File: config.mk
export PLATFORM = sky130hd
export DESIGN_NAME = irreg_keystream_gen
export DESIGN_NICKNAME = d
export VERILOG_FILES = /design/src/rtl/kgen_pkg.sv /design/src/rtl/kgen_shift_stage.sv /design/src/rtl/kgen_seq.sv /design/src/rtl/kgen_output.sv /design/src/rtl/kgen_packer.sv /design/src/rtl/irreg_keystream_gen.sv
export SDC_FILE = /design/constraint.sdc
export NUM_CORES = 1
export LEC_CHECK = 0
export ABC_CLOCK_PERIOD_IN_PS = 8300
export BUFFER_PORTS_ARGS = -buffer_cell sky130_fd_sc_hd__buf_2
export CAP_MARGIN = 20
export CORE_MARGIN = 10
export CORE_UTILIZATION = 47
export DETAILED_ROUTE_END_ITERATION = 10
export PLACE_DENSITY = 0.71
export REMOVE_ABC_BUFFERS = 1
export SLEW_MARGIN = 20
export SYNTH_ARGS = -nofsm -noshare
export SYNTH_HDL_FRONTEND = slang
export SYNTH_SLANG_ARGS = --single-unit
export TNS_END_PERCENT = 100
File: constraint.sdc
create_clock -name clk -period 8.3 [get_ports clk]
set_input_delay 1.245 -clock clk [delete_from_list [all_inputs] [get_ports clk]]
set_output_delay 1.245 -clock clk [all_outputs]
set_load 0.02 [all_outputs]
File: src/rtl/kgen_pkg.sv
package kgen_pkg;
  localparam int A_W = 19;
  localparam int B_W = 22;
  localparam int C_W = 23;
  localparam int D_W = 17;

  localparam logic [A_W-1:0] A_TAPS = 19'h72000;
  localparam logic [B_W-1:0] B_TAPS = 22'h300000;
  localparam logic [C_W-1:0] C_TAPS = 23'h700080;
  localparam logic [D_W-1:0] D_TAPS = 17'h10800;

  localparam int A_FORCE = 15;
  localparam int B_FORCE = 16;
  localparam int C_FORCE = 18;
  localparam int D_FORCE = 10;

  // control register bits steering A, B and C
  localparam int CTL_A = 10;
  localparam int CTL_B = 3;
  localparam int CTL_C = 7;

  typedef enum logic [2:0] {
    PH_IDLE, PH_KEY, PH_FRAME, PH_MIX, PH_PRIME, PH_STREAM
  } phase_e;

  function automatic logic maj3(input logic x, input logic y, input logic z);
    return (x & y) | (x & z) | (y & z);
  endfunction
endpackage

File: src/rtl/kgen_shift_stage.sv
module kgen_shift_stage #(
  parameter int           W         = 19,
  parameter logic [W-1:0] TAPS      = '0,
  parameter int           FORCE_POS = 0
) (
  input  logic         clk,
  input  logic         rst_n,
  input  logic         clr,
  input  logic         adv,
  input  logic         force_one,
  input  logic         inj,
  output logic [W-1:0] q
);
  logic [W-1:0] shifted;
  logic [W-1:0] q_n;

  always_comb begin
    shifted = {q[W-2:0], ^(q & TAPS)};
    if (force_one) shifted[FORCE_POS] = 1'b1;
    shifted[0] = shifted[0] ^ inj;
    if (clr)      q_n = '0;
    else if (adv) q_n = shifted;
    else          q_n = q;
  end

  always_ff @(posedge clk or negedge rst_n) begin
    if (!rst_n) q <= '0;
    else        q <= q_n;
  end
endmodule

File: src/rtl/kgen_seq.sv
module kgen_seq
  import kgen_pkg::*;
#(
  parameter int KEY_BITS   = 64,
  parameter int FRAME_BITS = 22,
  parameter int MIX_CLOCKS = 100,
  parameter int BLOCK_BITS = 114,
  localparam int MAXC  = (KEY_BITS > FRAME_BITS) ?
                         ((KEY_BITS > MIX_CLOCKS) ? KEY_BITS : MIX_CLOCKS) :
                         ((FRAME_BITS > MIX_CLOCKS) ? FRAME_BITS : MIX_CLOCKS),
  localparam int CNT_W = $clog2(MAXC),
  localparam int POS_W = $clog2(BLOCK_BITS)
) (
  input  logic                  clk,
  input  logic                  rst_n,
  input  logic                  start,
  input  logic [KEY_BITS-1:0]   key,
  input  logic [FRAME_BITS-1:0] frame,
  output logic                  clr,
  output logic                  load,
  output logic                  run,
  output logic                  inj,
  output logic                  force_one,
  output logic                  step,
  output logic [POS_W-1:0]      pos,
  output logic                  dir,
  output logic                  busy
);
  phase_e                ph, ph_n;
  logic [CNT_W-1:0]      cnt, cnt_n;
  logic [KEY_BITS-1:0]   key_sr, key_sr_n;
  logic [FRAME_BITS-1:0] frm_sr, frm_sr_n;
  logic [POS_W-1:0]      pos_n;
  logic                  dir_n;

  always_comb begin
    ph_n      = ph;
    cnt_n     = cnt;
    key_sr_n  = key_sr;
    frm_sr_n  = frm_sr;
    pos_n     = pos;
    dir_n     = dir;
    inj       = 1'b0;
    force_one = 1'b0;
    clr       = 1'b0;
    unique case (ph)
      PH_IDLE: if (start) begin
        ph_n     = PH_KEY;
        cnt_n    = '0;
        key_sr_n = key;
        frm_sr_n = frame;
        clr      = 1'b1;
      end
      PH_KEY: begin
        inj      = key_sr[0];
        key_sr_n = key_sr >> 1;
        cnt_n    = cnt + 1'b1;
        if (cnt == CNT_W'(KEY_BITS - 1)) begin
          ph_n  = PH_FRAME;
          cnt_n = '0;
        end
      end
      PH_FRAME: begin
        inj      = frm_sr[0];
        frm_sr_n = frm_sr >> 1;
        cnt_n    = cnt + 1'b1;
        if (cnt == CNT_W'(FRAME_BITS - 1)) begin
          force_one = 1'b1;
          ph_n      = PH_MIX;
          cnt_n     = '0;
        end
      end
      PH_MIX: begin
        cnt_n = cnt + 1'b1;
        if (cnt == CNT_W'(MIX_CLOCKS - 1)) begin
          ph_n  = PH_PRIME;
          cnt_n = '0;
        end
      end
      PH_PRIME: begin
        ph_n  = PH_STREAM;
        pos_n = '0;
        dir_n = 1'b0;
      end
      PH_STREAM: begin
        pos_n = pos + 1'b1;
        if (pos == POS_W'(BLOCK_BITS - 1)) begin
          pos_n = '0;
          if (dir) ph_n = PH_IDLE;
          else     dir_n = 1'b1;
        end
      end
      default: ph_n = PH_IDLE;
    endcase
  end

  assign load = (ph == PH_KEY) || (ph == PH_FRAME);
  assign run  = (ph == PH_MIX) || (ph == PH_STREAM);
  assign step = (ph == PH_STREAM);
  assign busy = load || (ph == PH_MIX) || (ph == PH_PRIME);

  always_ff @(posedge clk or negedge rst_n) begin
    if (!rst_n) begin
      ph     <= PH_IDLE;
      cnt    <= '0;
      key_sr <= '0;
      frm_sr <= '0;
      pos    <= '0;
      dir    <= 1'b0;
    end else begin
      ph     <= ph_n;
      cnt    <= cnt_n;
      key_sr <= key_sr_n;
      frm_sr <= frm_sr_n;
      pos    <= pos_n;
      dir    <= dir_n;
    end
  end
endmodule

File: src/rtl/kgen_output.sv
module kgen_output
  import kgen_pkg::*;
(
  input  logic           clk,
  input  logic           rst_n,
  input  logic           step,
  input  logic           dir,
  input  logic [A_W-1:0] a,
  input  logic [B_W-1:0] b,
  input  logic [C_W-1:0] c,
  output logic           raw,
  output logic           ks_valid,
  output logic           ks_bit,
  output logic           ks_dir
);
  logic bit_n, dir_n;

  always_comb begin
    raw = a[A_W-1] ^ b[B_W-1] ^ c[C_W-1]
        ^ maj3(a[15], ~a[14], a[12])
        ^ maj3(~b[16], b[13], b[9])
        ^ maj3(c[18], c[16], ~c[13]);
    bit_n = step ? raw : ks_bit;
    dir_n = step ? dir : ks_dir;
  end

  always_ff @(posedge clk or negedge rst_n) begin
    if (!rst_n) begin
      ks_valid <= 1'b0;
      ks_bit   <= 1'b0;
      ks_dir   <= 1'b0;
    end else begin
      ks_valid <= step;
      ks_bit   <= bit_n;
      ks_dir   <= dir_n;
    end
  end
endmodule

File: src/rtl/kgen_packer.sv
module kgen_packer #(
  parameter int BLOCK_BITS = 114,
  localparam int POS_W = $clog2(BLOCK_BITS),
  localparam int TAIL  = BLOCK_BITS % 8
) (
  input  logic             clk,
  input  logic             rst_n,
  input  logic             step,
  input  logic             bit_in,
  input  logic [POS_W-1:0] pos,
  output logic             byte_valid,
  output logic [7:0]       byte_data
);
  logic [7:0] acc, acc_n, data_n;
  logic       emit;
  logic       last;

  always_comb begin
    acc_n  = {acc[6:0], bit_in};
    last   = (pos == POS_W'(BLOCK_BITS - 1));
    emit   = step && ((pos[2:0] == 3'd7) || last);
    data_n = acc_n;
    if (TAIL != 0 && last) data_n = acc_n << (8 - TAIL);
  end

  always_ff @(posedge clk or negedge rst_n) begin
    if (!rst_n) begin
      acc        <= '0;
      byte_valid <= 1'b0;
      byte_data  <= '0;
    end else begin
      byte_valid <= emit;
      if (step) acc <= acc_n;
      if (emit) byte_data <= data_n;
    end
  end
endmodule

File: src/rtl/irreg_keystream_gen.sv
module irreg_keystream_gen
  import kgen_pkg::*;
#(
  parameter int KEY_BITS   = 64,
  parameter int FRAME_BITS = 22,
  parameter int MIX_CLOCKS = 100,
  parameter int BLOCK_BITS = 114,
  localparam int POS_W = $clog2(BLOCK_BITS)
) (
  input  logic                  clk,
  input  logic                  rst_n,
  input  logic                  start,
  input  logic [KEY_BITS-1:0]   key,
  input  logic [FRAME_BITS-1:0] frame,
  output logic                  busy,
  output logic                  ks_valid,
  output logic                  ks_bit,
  output logic                  ks_dir,
  output logic                  byte_valid,
  output logic [7:0]            byte_data
);
  logic [1:0]       rst_sync;
  logic             rst_i_n;
  logic             clr_s, load_s, run_s, inj_s, force_s, step_s, dir_s, raw_s;
  logic [POS_W-1:0] pos_s;
  logic [A_W-1:0]   a_q;
  logic [B_W-1:0]   b_q;
  logic [C_W-1:0]   c_q;
  logic [D_W-1:0]   d_q;
  logic             vote, adv_a, adv_b, adv_c, adv_d;

  // asynchronous assertion, synchronous release
  always_ff @(posedge clk or negedge rst_n) begin
    if (!rst_n) rst_sync <= 2'b00;
    else        rst_sync <= {rst_sync[0], 1'b1};
  end
  assign rst_i_n = rst_sync[1];

  kgen_seq #(
    .KEY_BITS(KEY_BITS), .FRAME_BITS(FRAME_BITS),
    .MIX_CLOCKS(MIX_CLOCKS), .BLOCK_BITS(BLOCK_BITS)
  ) u_seq (
    .clk(clk), .rst_n(rst_i_n), .start(start), .key(key), .frame(frame),
    .clr(clr_s), .load(load_s), .run(run_s), .inj(inj_s),
    .force_one(force_s), .step(step_s), .pos(pos_s), .dir(dir_s),
    .busy(busy)
  );

  always_comb begin
    vote  = maj3(d_q[CTL_A], d_q[CTL_B], d_q[CTL_C]);
    adv_a = load_s || (run_s && (d_q[CTL_A] == vote));
    adv_b = load_s || (run_s && (d_q[CTL_B] == vote));
    adv_c = load_s || (run_s && (d_q[CTL_C] == vote));
    adv_d = load_s || run_s;
  end

  kgen_shift_stage #(.W(A_W), .TAPS(A_TAPS), .FORCE_POS(A_FORCE)) u_a (
    .clk(clk), .rst_n(rst_i_n), .clr(clr_s), .adv(adv_a),
    .force_one(force_s), .inj(inj_s), .q(a_q));
  kgen_shift_stage #(.W(B_W), .TAPS(B_TAPS), .FORCE_POS(B_FORCE)) u_b (
    .clk(clk), .rst_n(rst_i_n), .clr(clr_s), .adv(adv_b),
    .force_one(force_s), .inj(inj_s), .q(b_q));
  kgen_shift_stage #(.W(C_W), .TAPS(C_TAPS), .FORCE_POS(C_FORCE)) u_c (
    .clk(clk), .rst_n(rst_i_n), .clr(clr_s), .adv(adv_c),
    .force_one(force_s), .inj(inj_s), .q(c_q));
  kgen_shift_stage #(.W(D_W), .TAPS(D_TAPS), .FORCE_POS(D_FORCE)) u_d (
    .clk(clk), .rst_n(rst_i_n), .clr(clr_s), .adv(adv_d),
    .force_one(force_s), .inj(inj_s), .q(d_q));

  kgen_output u_out (
    .clk(clk), .rst_n(rst_i_n), .step(step_s), .dir(dir_s),
    .a(a_q), .b(b_q), .c(c_q), .raw(raw_s),
    .ks_valid(ks_valid), .ks_bit(ks_bit), .ks_dir(ks_dir));

  kgen_packer #(.BLOCK_BITS(BLOCK_BITS)) u_pack (
    .clk(clk), .rst_n(rst_i_n), .step(step_s), .bit_in(raw_s),
    .pos(pos_s), .byte_valid(byte_valid), .byte_data(byte_data));
endmodule

==> impl_summary.md <==
Run status
The flow ran to the end, and the final reports show no timing, DRC or antenna violations.

Finish
Counting the fill cells in the layout gives 1,680. At the end of the flow, the number of nets in the layout was 1,162. The number of antenna repair diodes is 0.

The layout overhead on the synthesized area is 16.14%. In the layout the commonest cells are 331 x sky130_fd_sc_hd__nand2_1, 204 x sky130_fd_sc_hd__dfrtp_1, 101 x sky130_fd_sc_hd__buf_2. For this run, the number of standard cells in the final layout without fillers is 1,344.

Of the cells placed in the final design, the portion with a size suffix greater than 1 is 0.1568. Leaving out fill and tap cells, the most frequent cell in the layout is sky130_fd_sc_hd__nand2_1.

Timing
Setup repair after global routing left no endpoint under its margin. The final-report max-slew violation count came to 0. The worst slew slack as a fraction of its limit is 0.3895. For the pin with the worst max-slew slack, the measured transition is 0.9039 ns. The maximum achievable frequency is 323.8 MHz.

Dividing the final minimum period by the clock period gives 0.3721. The accumulated negative setup slack is 0 ns. The hold violation total from the final report was 0. The post-layout minimum cycle time is 3.088 ns. The number of setup violations in the final report is 0. The clock tree skew after final layout is 0.01278 ns.

Power and ir drop
In this run the static leakage power is 0.004547 uW. IR analysis of the VDD net gives a maximum drop of 0.1392 mV. Dividing total power by cell area gives a power density of 273.6 nW/um^2.

The post-route total power is 2903 uW.

Drt
The final layout contains routed wiring with a total length of 19,380 um. Detailed routing inserted a total of 6,924 vias. The average wire per standard cell is 14.42 um.

In this run the remaining antenna-violating nets after routing total 0. For this run, design rule violations remaining after detail routing come to 0. The initial DRC count is 535. The ratio of routed vias to standard cells is 5.152. The number of iterations in the first detailed-routing pass is 5.

Flow run
The count of maximum capacitance violations is 0.

CTS
The clock transition at the register clock pins on the worst setup and hold paths after CTS is 0.06 ns. For the worst-skew pair, the clock arrives at the later sink with an insertion delay of 0.50 ns. The clock tree from TritonCTS is yes. Clock tree synthesis selected as its root buffer the cell sky130_fd_sc_hd__clkbuf_16.

In this run the number of H-tree levels came out at 1. Once the clock tree was built, the resizer swapped 0 gates to a different size. The clock net sink count is 205. Post-CTS timing repair inserted 0 buffers for setup. The hold-fix buffer count after cts is 0. The maximum clock path buffer count is 3. Clock tree synthesis inserted a total of 22 buffers.

Setup path
The startpoint type of the worst setup path is a flop. The worst setup path is of the reg -> out kind. For the worst setup path, the data required time is 7.05 ns. STA classifies the critical path endpoint as an output port. Along the worst path, the maximum fanout reaches 18. Data on the critical path arrives at its endpoint at 1.84 ns.

Synth
The number of register bits inferred by synthesis is 205. The synthesis warning total is 0. For this run, the register share of the synthesized area comes to 0.5616.

The number of unique standard cell types used by synthesis is 48. The number of cells produced by synthesis is 996. The share of flip-flops with an asynchronous set or reset is 1.000. The count of flip-flops with a built-in enable after synthesis is 0. The post-synth design cell area is 9134 sq um. After synthesis, the mean cell area works out to 9.170 sq um. The flip-flop cell with the highest count after synthesis is sky130_fd_sc_hd__dfrtp_1.

Place
The number of buffer cells added on primary ports is 101. The HPWL after detailed placement is 12,320 um. After detailed placement, the design holds a cell count of 1,304. The congestion estimate from routability-driven global placement came to 0.7605.

Die
The core region is 18,890 sq um. The die is 159.4 um wide. The die covers 25,410 sq um. The top-level port count is 102. The floorplan has 50 rows. In this run the vertical extent of the chip is 159.4 um.

For this configuration, the core starts out at a cell density of 0.4834.

Global route
The via count of the first global-routing pass is 6,684. The number of antenna violations at the first check in global routing is 0. The maximum number of pins on one net before global-route repair is 94.

The overall fraction of global-route tracks in use is 0.1484. The wire length of the first global-routing pass is 32,930 um. For this run the aggregate overflow at the end of global routing stands at 0.

Worst hold path
The worst hold path belongs to the class reg -> reg.
==> metal layers <==
layer  GRT usage  part of all wire  vias up
met4     0.03665             0.013        0
li1            -                 -     3484
met3     0.02711             0.039       23
met2      0.2350              0.47      103
met1      0.2059              0.47     3314
met5           0                 0        -
==> stage by stage <==
stage	utilization	area (sq um)	setup WS [ns]	hold slack, ns
after floorplan	-	8805	1.023	0.3312
after global placement	0.5159	9747	4.966	0.3370
after detailed placement	0.5159	9747	4.957	0.3463
after CTS	0.5613	10600	5.183	0.3607
after global routing	0.5615	10610	5.078	0.3631
final	0.5615	10610	5.212	0.3533
==> flip-flops by register name, summed over array words and instances, names as in the netlist <==
signal,cells
u_c.q,23
rst_sync,2
u_d.q,17
u_a.q,19
u_pack.byte_valid,1
u_seq.pos,7
u_out.ks_dir,1
u_seq.frm_sr,22
u_pack.byte_data,8
u_pack.acc,7
u_b.q,22
u_seq.key_sr,64
u_seq.cnt,7
u_out.ks_valid,1
u_seq.ph,3
u_seq.dir,1
==> synth_stat cells, drive strengths merged (6+ instances only) <==
library cell	n	area, sq um
clkbuf	25	93.84
xor2	6	52.55
o21ai	99	503.0
buf	39	235.2
nand3b	6	45.04
nand2	332	1246
a22o	14	122.6
nor2	80	302.8
dfrtp	205	5130
o31ai	8	60.06
xnor2	14	122.6
a21oi	23	122.6
mux2i	22	220.2
a31oi	70	444.2
inv	6	22.52
==> cells by family (layout without fill, tap and decap cells) <==
family | Yosys count | count (layout) | share of synthesized area
other | 1 | 1 | 0.0004106
and+or+nand+nor | 444 | 444 | 0.1971
buffers and inverters | 70 | 158 | 0.03849
adders and majority gates | 7 | 7 | 0.009041
xor gates and xnor gates | 20 | 20 | 0.01918
muxes | 22 | 22 | 0.02411
DFF | 205 | 205 | 0.5616
AOI/OAI and AO/OA | 227 | 227 | 0.1500
==> worst max-delay path, stage by stage, from the launching register on <==
cell,delay [ns]
sky130_fd_sc_hd__dfrtp_1,0.81
sky130_fd_sc_hd__nor2_2,0.17
sky130_fd_sc_hd__xnor2_1,0.17
sky130_fd_sc_hd__buf_2,0.18
==> power by group <==
part	total (uW)	switching, uW	internal, uW
Clock	1130	402	728
Combinational	472	275	197
Sequential	1300	124	1180
==> final timing paths <==
check                             from               end  slack (ns)  cells after the start
min reg2reg                rst_sync[0]       rst_sync[1]        0.35                      0
max reg2reg                u_seq.ph[0]         u_d.q[16]        5.50                      5
min in group asynchronous  rst_sync[1]         u_c.q[14]        0.42                      0
min                        rst_sync[0]       rst_sync[1]        0.35                      0
max                        u_seq.ph[0]              busy        5.21                      3
max in group asynchronous  rst_sync[1]  u_seq.key_sr[19]        6.57                      1
==> layout make-up <==
class | count | area (sq um) | area share
Clock buffer | 28 | 634.4 | 0.05980
Clock inverter | 12 | 222.7 | 0.02100
Inverter | 6 | 22.52 | 0.002123
Multi-Input combinational cell | 721 | 3677 | 0.3467
Sequential cell | 205 | 5134 | 0.4840
Tap cell | 260 | 325.3 | 0.03067
Timing Repair Buffer | 112 | 591.8 | 0.05579
(Power assumes the default switching activity.)
